<file path="config.mk">
export PLATFORM = sky130hd
export DESIGN_NAME = edf_cell_sched
export DESIGN_NICKNAME = d
export VERILOG_FILES = /design/src/rtl/edf_sched_pkg.sv /design/src/rtl/edf_deadline_table.sv /design/src/rtl/edf_slot_pool.sv /design/src/rtl/edf_min_tree.sv /design/src/rtl/edf_cell_sched.sv
export SDC_FILE = /design/constraint.sdc
export NUM_CORES = 1
export LEC_CHECK = 0
export CORE_MARGIN = 2
export CORE_UTILIZATION = 45
export DETAILED_ROUTE_END_ITERATION = 8
export GPL_TIMING_DRIVEN = 0
export PLACE_DENSITY = 0.6
export REMOVE_ABC_BUFFERS = 1
export SYNTH_ARGS = -nofsm -noshare
export SYNTH_HDL_FRONTEND = slang
export SYNTH_SLANG_ARGS = --single-unit
</file>
<file path="constraint.sdc">
create_clock -name clk -period 24.7 [get_ports clk]
set_clock_uncertainty 0.05 [all_clocks]
set_input_delay 2.47 -clock clk [delete_from_list [all_inputs] [get_ports clk]]
set_output_delay 2.47 -clock clk [all_outputs]
set_load 0.005 [all_outputs]
</file>
<file path="src/rtl/edf_sched_pkg.sv">
`timescale 1ns/1ps
// edf_sched_pkg: shared ordering rule for the scheduler.
// Assumes due times being compared lie within half the clock range of each other.
package edf_sched_pkg;

    // Returns 1 when candidate a should leave before candidate b.
    function automatic logic first_wins(
        input logic        a_v,
        input logic [31:0] a_due,
        input logic [31:0] a_vc,
        input logic        b_v,
        input logic [31:0] b_due,
        input logic [31:0] b_vc,
        input int unsigned tw
    );
        logic [31:0] diff;
        diff = a_due - b_due;
        if (!b_v)           return 1'b1;
        if (!a_v)           return 1'b0;
        if (a_due == b_due) return (a_vc <= b_vc);
        return diff[tw-1];
    endfunction

endpackage

</file>
<file path="src/rtl/edf_deadline_table.sv">
`timescale 1ns/1ps
// edf_deadline_table: one deadline register per VC, readable by the arrival path.
// Assumes a write lands at the clock edge, so a same-cycle read sees the old value.
module edf_deadline_table #(
    parameter int NUM_VC = 8,
    parameter int VC_W   = 3,
    parameter int DL_W   = 10
) (
    input  logic            clk,
    input  logic            rst_n,
    input  logic            wr_en,
    input  logic [VC_W-1:0] wr_vc,
    input  logic [DL_W-1:0] wr_dl,
    input  logic [VC_W-1:0] rd_vc,
    output logic [DL_W-1:0] rd_dl
);

    logic [NUM_VC-1:0][DL_W-1:0] dl_q;

    for (genvar v = 0; v < NUM_VC; v++) begin : g_vc
        // Holds the deadline of VC v and updates it on a matching write.
        always_ff @(posedge clk) begin
            if (!rst_n)
                dl_q[v] <= '0;
            else if (wr_en && (wr_vc == VC_W'(v)))
                dl_q[v] <= wr_dl;
        end
    end

    // Reads out the deadline of the arriving VC.
    always_comb rd_dl = dl_q[rd_vc];

endmodule

</file>
<file path="src/rtl/edf_slot_pool.sv">
`timescale 1ns/1ps
// edf_slot_pool: fixed set of cell slots with occupancy, lowest-free insertion
// and a sticky drop flag. Assumes the released slot is occupied and is not
// reused at the same edge.
module edf_slot_pool #(
    parameter int SLOTS  = 8,
    parameter int SLOT_W = 3,
    parameter int VC_W   = 3,
    parameter int TAG_W  = 16,
    parameter int TIME_W = 12
) (
    input  logic                          clk,
    input  logic                          rst_n,
    input  logic                          ins_en,
    input  logic [VC_W-1:0]               ins_vc,
    input  logic [TAG_W-1:0]              ins_tag,
    input  logic [TIME_W-1:0]             ins_due,
    input  logic                          rel_en,
    input  logic [SLOT_W-1:0]             rel_slot,
    output logic [SLOTS-1:0]              occ,
    output logic [SLOTS-1:0][VC_W-1:0]    vc_q,
    output logic [SLOTS-1:0][TAG_W-1:0]   tag_q,
    output logic [SLOTS-1:0][TIME_W-1:0]  due_q,
    output logic                          full,
    output logic                          overflow
);

    logic [SLOT_W-1:0] free_idx;
    logic              do_ins;

    // Finds the lowest-numbered empty slot.
    always_comb begin
        free_idx = '0;
        for (int i = SLOTS - 1; i >= 0; i--)
            if (!occ[i]) free_idx = SLOT_W'(i);
    end

    assign full   = &occ;
    assign do_ins = ins_en && !full;

    // Tracks which slots hold a cell.
    always_ff @(posedge clk) begin
        if (!rst_n) begin
            occ <= '0;
        end else begin
            if (rel_en) occ[rel_slot] <= 1'b0;
            if (do_ins) occ[free_idx] <= 1'b1;
        end
    end

    for (genvar s = 0; s < SLOTS; s++) begin : g_slot
        // Captures the arriving cell into slot s when it is the chosen free slot.
        always_ff @(posedge clk) begin
            if (!rst_n) begin
                vc_q[s]  <= '0;
                tag_q[s] <= '0;
                due_q[s] <= '0;
            end else if (do_ins && (free_idx == SLOT_W'(s))) begin
                vc_q[s]  <= ins_vc;
                tag_q[s] <= ins_tag;
                due_q[s] <= ins_due;
            end
        end
    end

    // Records that an arrival was discarded; cleared only by reset.
    always_ff @(posedge clk) begin
        if (!rst_n)
            overflow <= 1'b0;
        else if (ins_en && full)
            overflow <= 1'b1;
    end

endmodule

</file>
<file path="src/rtl/edf_min_tree.sv">
`timescale 1ns/1ps
// edf_min_tree: balanced comparison tree that picks the most urgent valid slot.
// Assumes SLOTS >= 2. Ties on due time go to the lower VC, then to the lower slot.
module edf_min_tree #(
    parameter int SLOTS  = 8,
    parameter int SLOT_W = 3,
    parameter int VC_W   = 3,
    parameter int TIME_W = 12
) (
    input  logic [SLOTS-1:0]             cand_v,
    input  logic [SLOTS-1:0][VC_W-1:0]   cand_vc,
    input  logic [SLOTS-1:0][TIME_W-1:0] cand_due,
    output logic                         win_v,
    output logic [SLOT_W-1:0]            win_slot
);

    localparam int LEAVES = 1 << SLOT_W;

    for (genvar l = 0; l <= SLOT_W; l++) begin : lvl
        localparam int N = LEAVES >> l;
        logic [N-1:0]             v;
        logic [N-1:0][VC_W-1:0]   vc;
        logic [N-1:0][TIME_W-1:0] due;
        logic [N-1:0][SLOT_W-1:0] sl;

        if (l == 0) begin : g_leaf
            for (genvar i = 0; i < N; i++) begin : g_in
                if (i < SLOTS) begin : g_real
                    // Feeds a real slot into the tree.
                    assign v[i]   = cand_v[i];
                    assign vc[i]  = cand_vc[i];
                    assign due[i] = cand_due[i];
                end else begin : g_pad
                    // Pads the tree with an empty leaf.
                    assign v[i]   = 1'b0;
                    assign vc[i]  = '0;
                    assign due[i] = '0;
                end
                assign sl[i] = SLOT_W'(i);
            end
        end else begin : g_node
            for (genvar i = 0; i < N; i++) begin : g_cmp
                logic a_first;
                // Compares the two children and forwards the more urgent one.
                assign a_first = edf_sched_pkg::first_wins(
                    lvl[l-1].v[2*i],   32'(lvl[l-1].due[2*i]),   32'(lvl[l-1].vc[2*i]),
                    lvl[l-1].v[2*i+1], 32'(lvl[l-1].due[2*i+1]), 32'(lvl[l-1].vc[2*i+1]),
                    TIME_W);
                assign v[i]   = a_first ? lvl[l-1].v[2*i]   : lvl[l-1].v[2*i+1];
                assign vc[i]  = a_first ? lvl[l-1].vc[2*i]  : lvl[l-1].vc[2*i+1];
                assign due[i] = a_first ? lvl[l-1].due[2*i] : lvl[l-1].due[2*i+1];
                assign sl[i]  = a_first ? lvl[l-1].sl[2*i]  : lvl[l-1].sl[2*i+1];
            end
        end
    end

    assign win_v    = lvl[SLOT_W].v[0];
    assign win_slot = lvl[SLOT_W].sl[0];

endmodule

</file>
<file path="src/rtl/edf_cell_sched.sv">
`timescale 1ns/1ps
// edf_cell_sched: earliest-deadline-first cell scheduler.
// Stamps each arrival with clock + per-VC deadline, stores it in a slot and
// offers the most urgent stored cell on a valid/ready port that holds until taken.
// Assumes outstanding due times stay within half of 2^TIME_W of each other.
module edf_cell_sched #(
    parameter int NUM_VC = 8,
    parameter int SLOTS  = 8,
    parameter int TAG_W  = 16,
    parameter int TIME_W = 12,
    parameter int DL_W   = 10,
    parameter int VC_W   = (NUM_VC > 1) ? $clog2(NUM_VC) : 1
) (
    input  logic              clk,
    input  logic              rst_n,
    input  logic              arr_valid,
    input  logic [VC_W-1:0]   arr_vc,
    input  logic [TAG_W-1:0]  arr_tag,
    input  logic              cfg_we,
    input  logic [VC_W-1:0]   cfg_vc,
    input  logic [DL_W-1:0]   cfg_deadline,
    input  logic              deq_ready,
    output logic              deq_valid,
    output logic [VC_W-1:0]   deq_vc,
    output logic [TAG_W-1:0]  deq_tag,
    output logic [TIME_W-1:0] deq_due,
    output logic              overflow
);

    localparam int SLOT_W = $clog2(SLOTS);

    logic [TIME_W-1:0]             now_q;
    logic [DL_W-1:0]               arr_dl;
    logic [TIME_W-1:0]             arr_due;
    logic [SLOTS-1:0]              occ;
    logic [SLOTS-1:0][VC_W-1:0]    vc_q;
    logic [SLOTS-1:0][TAG_W-1:0]   tag_q;
    logic [SLOTS-1:0][TIME_W-1:0]  due_q;
    logic                          pool_full;
    logic [SLOTS-1:0]              rel_mask;
    logic [SLOTS-1:0]              cand_v;
    logic                          win_v;
    logic [SLOT_W-1:0]             win_slot;
    logic                          head_v;
    logic [SLOT_W-1:0]             head_slot;
    logic [VC_W-1:0]               head_vc;
    logic [TAG_W-1:0]              head_tag;
    logic [TIME_W-1:0]             head_due;
    logic                          hs;

    // Advances the cell-slot clock once per cycle.
    always_ff @(posedge clk) begin
        if (!rst_n) now_q <= '0;
        else        now_q <= now_q + 1'b1;
    end

    edf_deadline_table #(.NUM_VC(NUM_VC), .VC_W(VC_W), .DL_W(DL_W)) u_dl (
        .clk   (clk),
        .rst_n (rst_n),
        .wr_en (cfg_we),
        .wr_vc (cfg_vc),
        .wr_dl (cfg_deadline),
        .rd_vc (arr_vc),
        .rd_dl (arr_dl)
    );

    // Forms the due time of the arriving cell with a single addition.
    assign arr_due = now_q + TIME_W'(arr_dl);

    assign hs = head_v && deq_ready;

    edf_slot_pool #(
        .SLOTS(SLOTS), .SLOT_W(SLOT_W), .VC_W(VC_W), .TAG_W(TAG_W), .TIME_W(TIME_W)
    ) u_pool (
        .clk      (clk),
        .rst_n    (rst_n),
        .ins_en   (arr_valid),
        .ins_vc   (arr_vc),
        .ins_tag  (arr_tag),
        .ins_due  (arr_due),
        .rel_en   (hs),
        .rel_slot (head_slot),
        .occ      (occ),
        .vc_q     (vc_q),
        .tag_q    (tag_q),
        .due_q    (due_q),
        .full     (pool_full),
        .overflow (overflow)
    );

    // Hides the departing cell from the search for its successor.
    always_comb begin
        rel_mask = '0;
        if (hs) rel_mask[head_slot] = 1'b1;
        cand_v = occ & ~rel_mask;
    end

    edf_min_tree #(.SLOTS(SLOTS), .SLOT_W(SLOT_W), .VC_W(VC_W), .TIME_W(TIME_W)) u_tree (
        .cand_v   (cand_v),
        .cand_vc  (vc_q),
        .cand_due (due_q),
        .win_v    (win_v),
        .win_slot (win_slot)
    );

    // Registers the offered cell; holds it while the link stalls.
    always_ff @(posedge clk) begin
        if (!rst_n) begin
            head_v    <= 1'b0;
            head_slot <= '0;
            head_vc   <= '0;
            head_tag  <= '0;
            head_due  <= '0;
        end else if (!(head_v && !deq_ready)) begin
            head_v    <= win_v;
            head_slot <= win_slot;
            head_vc   <= vc_q[win_slot];
            head_tag  <= tag_q[win_slot];
            head_due  <= due_q[win_slot];
        end
    end

    assign deq_valid = head_v;
    assign deq_vc    = head_vc;
    assign deq_tag   = head_tag;
    assign deq_due   = head_due;

endmodule

</file>
======== Word level (Yosys, flattened, before mapping) ========
Cells that the tools add are included.
operators by class
  muxes and demuxes ....................... 127
  add/sub/neg operators ................... 9
  bitwise operators ....................... 5
  $lt $le $gt $ge ......................... 13
  reductions and logical operators ........ 27
  eq/ne operators ......................... 21
operator list
  cell                   number
  $mux 1                 90
  $eq 12x12->1           7
  $mux 12                7
  $sub 12x12->12         7
  $mux 3                 18
  $bmux 16 s3            1
  $bmux 12 s3            1
  $mux 8                 4
  $bmux 10 s3            1
  $eq 3x3->1 const B     8
  $logic_and 1x1->1      22
  $le 3x3->1             7
  $and 8x8->8            2
  $lt 3x4->1 const B     4
  $mux 16                1
  $not 8->8              2
  $add 12x1->12 const B  1
  $add 12x10->12         1
  $eq 3x2->1 const B     4
  $mux 10                1
  $bmux 3 s3             1
  $or 8x8->8             1
  $reduce_and 8->1       1
  $demux 1 s3            2
  4 further kinds        8
storage, ports and cells
  output and inout port bits .............. 33
  bits of input ports ..................... 37
  register bits ........................... 384
  logic and storage cells ................. 242

======== Logic depth before layout (Yosys ltp) ========
  depth after elaboration ................. 33
  depth in mapped cells ................... 43
  mapped depth without buffers ............ 36

======== Modules after synthesis ========
From an unflattened synthesis, not the netlist that was laid out.
second synthesis, totals
  cell total of the unflattened synthesis .. 2424
  area total of the unflattened synthesis .. 21495.6 µm²
modules (own cells, without submodules)
  module              times used  seq. area each (µm²)  cells each  area an instance (µm²)
  edf_slot_pool       1           5144.9                1116        9796.9
  edf_cell_sched      1           940.9                 359         4023.9
  edf_min_tree        1           0.0                   545         3868.7
  edf_deadline_table  1           1601.5                404         3806.2

======== Worst setup path before layout ========
Ideal clock, no wire load.
  path type ............................... input port to flip-flop
  start ................................... in deq_ready
  end ..................................... reg head_due[10], in the netlist deq_due[10]
  setup slack ............................. 15.384 ns
  buffers on the path ..................... 7
  arrival time ............................ 9.146 ns
  library setup time ...................... 0.120 ns
  required time ........................... 24.530 ns
  stages .................................. 34
  cell sequence ........................... nand4_1 > o21a_1 > a21oi_1 > clkbuf_1 > mux2i_1 > ha_1 > nor2_1 > a211o_1 > a31oi_1 > o21a_1 > mux2i_1 > a41oi_1 > and3_1 > clkbuf_1 > buf_1 > clkbuf_1 > o21ai_0 > ha_1 > nor2b_1 > o21a_1 > o21a_1 > o21a_1 > o21a_1 > o31ai_1 > and2_0 > mux2i_1 > nand2_2 > mux2i_1 > buf_2 > buf_6 > buf_6 > mux2i_1 > nor2_1 > o31a_1
on the way
  longest elaborated chain between the ends .. 28
  elaborated cells between the ends (all ways) .. 100
  those cells by class .................... 3 x add/sub; 3 x order compare; 3 x eq/ne; 86 x mux; 2 x bitwise; 3 x reduce/logical
RTL lines
  what                                                     RTL line               text
  from (decl)                                              edf_cell_sched.sv:22   input logic deq_ready,
  branches (longest 28 deep; another with $sub 12x12->12)  -
  to (signal assigned)                                     edf_cell_sched.sv:119  head_due <= due_q[win_slot];
  to (decl)                                                edf_cell_sched.sv:48   logic [TIME_W-1:0] head_due;
Parallel ways; which one is timed is not known. The select of a mux whose other input is x is not followed.
A chain may end at the register's enable or synchronous reset.

======== Worst setup path in the final report ========
  start ................................... in deq_ready
  end ..................................... reg head_tag[14], in the netlist deq_tag[14]
on the way
  longest elaborated chain between the ends .. 28
  elaborated cells between the ends (all ways) .. 100
  those cells by class .................... 3 x add/sub; 3 x order compare; 3 x eq/ne; 86 x mux; 2 x bitwise; 3 x reduce/logical
RTL lines
  what                                                     RTL line               text
  branches (longest 28 deep; another with $sub 12x12->12)  -
  to (signal assigned)                                     edf_cell_sched.sv:118  head_tag <= tag_q[win_slot];
  to (decl)                                                edf_cell_sched.sv:47   logic [TAG_W-1:0] head_tag;
Parallel ways; which one is timed is not known. The select of a mux whose other input is x is not followed.

==> flow_summary.json <==
{
  "insertion_delay_ps": 590,
  "yosys_warnings": 0,
  "clkPwrFrac": 0.454,
  "startpoint": "deq_ready",
  "tritoncts.num_buffers": 44,
  "ys_ff_latch": 384,
  "postCtsResizedCells": 0,
  "grt_max_degree": 136,
  "r2r-start": "u_pool.due_q[69]$_SDFFE_PN0P_",
  "vias": 17940,
  "r2r_cells": 36,
  "tns_ps": 0,
  "synthTopCellsByArea": "dfxtp_1, nand2_1, mux2i_1",
  "drtAntennaViolNets": 0,
  "root_buffer": "clkbuf_16",
  "max_freq_ghz": 0.08596,
  "cts_max_level": 2,
  "placement_rows": 77,
  "path_depth": 35,
  "yosysSeqAreaShare": 0.3823,
  "wl_per_cell_microns": 20.29,
  "final_nets": 2653,
  "cts.sinks": 384,
  "setup_viol": 0,
  "port_buffers": 69,
  "cts.clk_slew.worst_paths_ps": 50,
  "holdCritPathClass": "register to register",
  "cp_max_fo": 32,
  "crit_top_cell": "a21o_1",
  "crit_end": "deq_tag[14]$_SDFFE_PN0N_",
  "die_w_microns": 215.4,
  "syn_area_sq_um": 20110,
  "finalMaxSlewViolations": 0,
  "initial_core_util": 0.4558,
  "first_global_vias": 17130,
  "dieArea_sq_um": 46400,
  "p_sw_w": 0.0003534,
  "grt.total_usage": 0.2682,
  "synth.distinct_cells": 60,
  "worstMarginPinSlew_ps": 1471,
  "netSwitchingFraction": 0.2535,
  "whs_path_depth": 2,
  "rsz0062_at_grt": "no",
  "p_seq_frac": 0.457,
  "r2r_end": "deq_tag[14]$_SDFFE_PN0N_",
  "cp-start-kind": "input port",
  "final_layout_size_suffix_gt1_frac": 0.06065,
  "max_stage_delay_ps": 800,
  "antenna_cells": 0,
  "totalWireLength_mm": 63.52,
  "cp.arrival_ps": 12040,
  "finalHoldViolations": 0,
  "dr.pass1.iters": 7,
  "reg2reg_slack_ps": 14350,
  "power_density_nw_per_um2": 61.03,
  "comb_power_share": 0.089,
  "hp-start": "u_pool.tag_q[78]$_SDFFE_PN0P_",
  "via_per_inst": 5.728,
  "drcViolationCount": 0,
  "syn_inst": 2541,
  "cpLargestDelayFamily": "compound AO/OA/AOI/OAI gates",
  "slew_headroom": 0.01689,
  "hpwlAfterDp_mm": 42.38,
  "grt_pass1_wl_mm": 96.86,
  "p_int_w": 0.001041,
  "end_kind": "register",
  "post_cts_buffers": 0,
  "netlist.area_leader.share": 0.3823,
  "min_period_ps": 11630,
  "crit_buf_inv": 5,
  "leakage_nw": 7.844,
  "coreArea_sq_um": 44120,
  "num_io_pins": 70,
  "vdd_drop_max_uv": 47.59,
  "worstSetupPathType": "input port to register",
  "cts.path.max_buffers": 3,
  "syn_avg_cell_area_sq_um": 7.914,
  "holdWs_ps": 402.3,
  "critical_path.slowest_cell": "and3_2",
  "async_flop_share": 0,
  "period_share": 0.4710,
  "cts_tree": "built",
  "synth_edf_count": 0,
  "yosys.area.top_type": "dfxtp_1",
  "ctsHoldBuffers": 0,
  "worstPathRequired_ps": 25110,
  "status": "complete, no violations",
  "drt_iter0_markers": 1496,
  "dieHeight_microns": 215.4,
  "maxCapViolCount": 0,
  "area_growth_pct": 13.58,
  "grt_overflow_total": 0,
  "gp_congestion": 0.9103,
  "synth_top_flop_cell": "dfxtp_1",
  "antenna_found_initial": 0
}
[per-stage QoR]
step / worst slack, ps / utilization / total power (W) / cells / instance area (sq um)
finish: 13070 / 0.5177 / 0.001394 / 3131 / 22840
global placement: -2230 / 0.4703 / 0.0007839 / 3025 / 20750
CTS: 13070 / 0.5176 / 0.001403 / 3131 / 22840
global route: 12330 / 0.5177 / 0.001441 / 3131 / 22840
floorplan: 6268 / - / 0.0007290 / 2364 / 19320
detailed placement: 12520 / 0.4863 / 0.0007730 / 3052 / 21460
[how the worst min path moves through the flow]
stage	slack (ps)	to
after floorplan	380	now_q[0]$_SDFF_PN0_
after global placement	390	u_dl.dl_q[11]$_SDFFE_PN0P_
after detailed placement	400	u_pool.tag_q[42]$_SDFFE_PN0P_
after CTS	400	u_dl.dl_q[29]$_SDFFE_PN0P_
after global routing	420	u_pool.tag_q[16]$_SDFFE_PN0P_
final	400	u_pool.tag_q[78]$_SDFFE_PN0P_
[sequential cells by signal (all words and copies together) (netlist names)]
signal,cells
deq_due,12
u_pool.due_q,96
u_pool.occ,8
u_dl.dl_q,80
deq_tag,16
u_pool.tag_q,128
now_q,12
head_slot,3
deq_vc,3
u_pool.overflow,1
u_pool.vc_q,24
deq_valid,1
[worst reg2reg max path: cells and delay by family (launching register included)]
family,cells,cell delay (ps)
AND/OR/NAND/NOR,10,3520
AO/OA/AOI/OAI,14,3340
multiplexers,4,1210
buffers and inverters,5,910
adder cells (fa/ha/maj),3,800
flip-flops,1,370
[layout make-up]
type	instances	area [sq um]
repair buffers	96	1295
clock buffers	66	1254
inverters	92	352.8
fillers	4262	21280
well taps	592	740.7
clock inverters	13	127.6
flip-flops and latches	384	7687
multi-input cells	1888	11380
[metal layers]
| metal | part of all wire | wire length [microns] | global-route usage | vias to the layer above |
|---|---|---|---|---|
| met5 | 0 | 0 | 0 | - |
| met4 | 0.032 | 2028 | 0.09839 | 0 |
| met3 | 0.071 | 4532 | 0.04679 | 116 |
| met2 | 0.46 | 29510 | 0.4394 | 602 |
| met1 | 0.43 | 27440 | 0.3548 | 8596 |
| li1 | - | - | - | 8621 |
[synth_stat cells, types with 15 or more instances]
library cell and number:
a211oi_1 27, a21o_1 15, a21oi_1 358, buf_1 20, buf_4 20, clkbuf_1 125, dfxtp_1 384, ha_1 109
inv_1 92, mux2i_1 192, mux4_2 20, nand2_1 716, nand3_1 31, nand4_1 15, nor2_1 104, o21ai_0 73
o22ai_1 32, o31a_1 27
[cell families (layout without fill, tap and decap cells)]
kind of cell,count (synthesis),in the layout,synth area share
flops,384,384,0.3823
compound gates,592,592,0.1697
simple gates,939,939,0.1883
mux,221,221,0.1230
fa+ha+maj,110,110,0.06881
xor+xnor,26,26,0.01132
buf+inv,269,267,0.05655
[power by group through the flow]
stage	combinational [W]	clock [W]	sequential [W]
finish	0.000124	0.000633	0.000637
CTS	0.000123	0.000643	0.000637
detailed placement	0.000122	0	0.000651
global route	0.000132	0.000671	0.000638
floorplan	0.0000803	0	0.000649
global placement	0.000134	0	0.000650
[placed cells by master, fill, tap and decap left out, types with 27 or more instances in the layout]
master / n
inv_1: 91
o22ai_1: 32
dfxtp_1: 384
o21ai_0: 73
a21oi_1: 357
o31a_1: 27
clkdlybuf4s50_1: 66
nand2_1: 711
ha_1: 109
nand3_1: 30
mux2i_1: 191
a211oi_1: 27
clkbuf_16: 44
nor2_1: 100
Power figures use the tool's default switching activity.
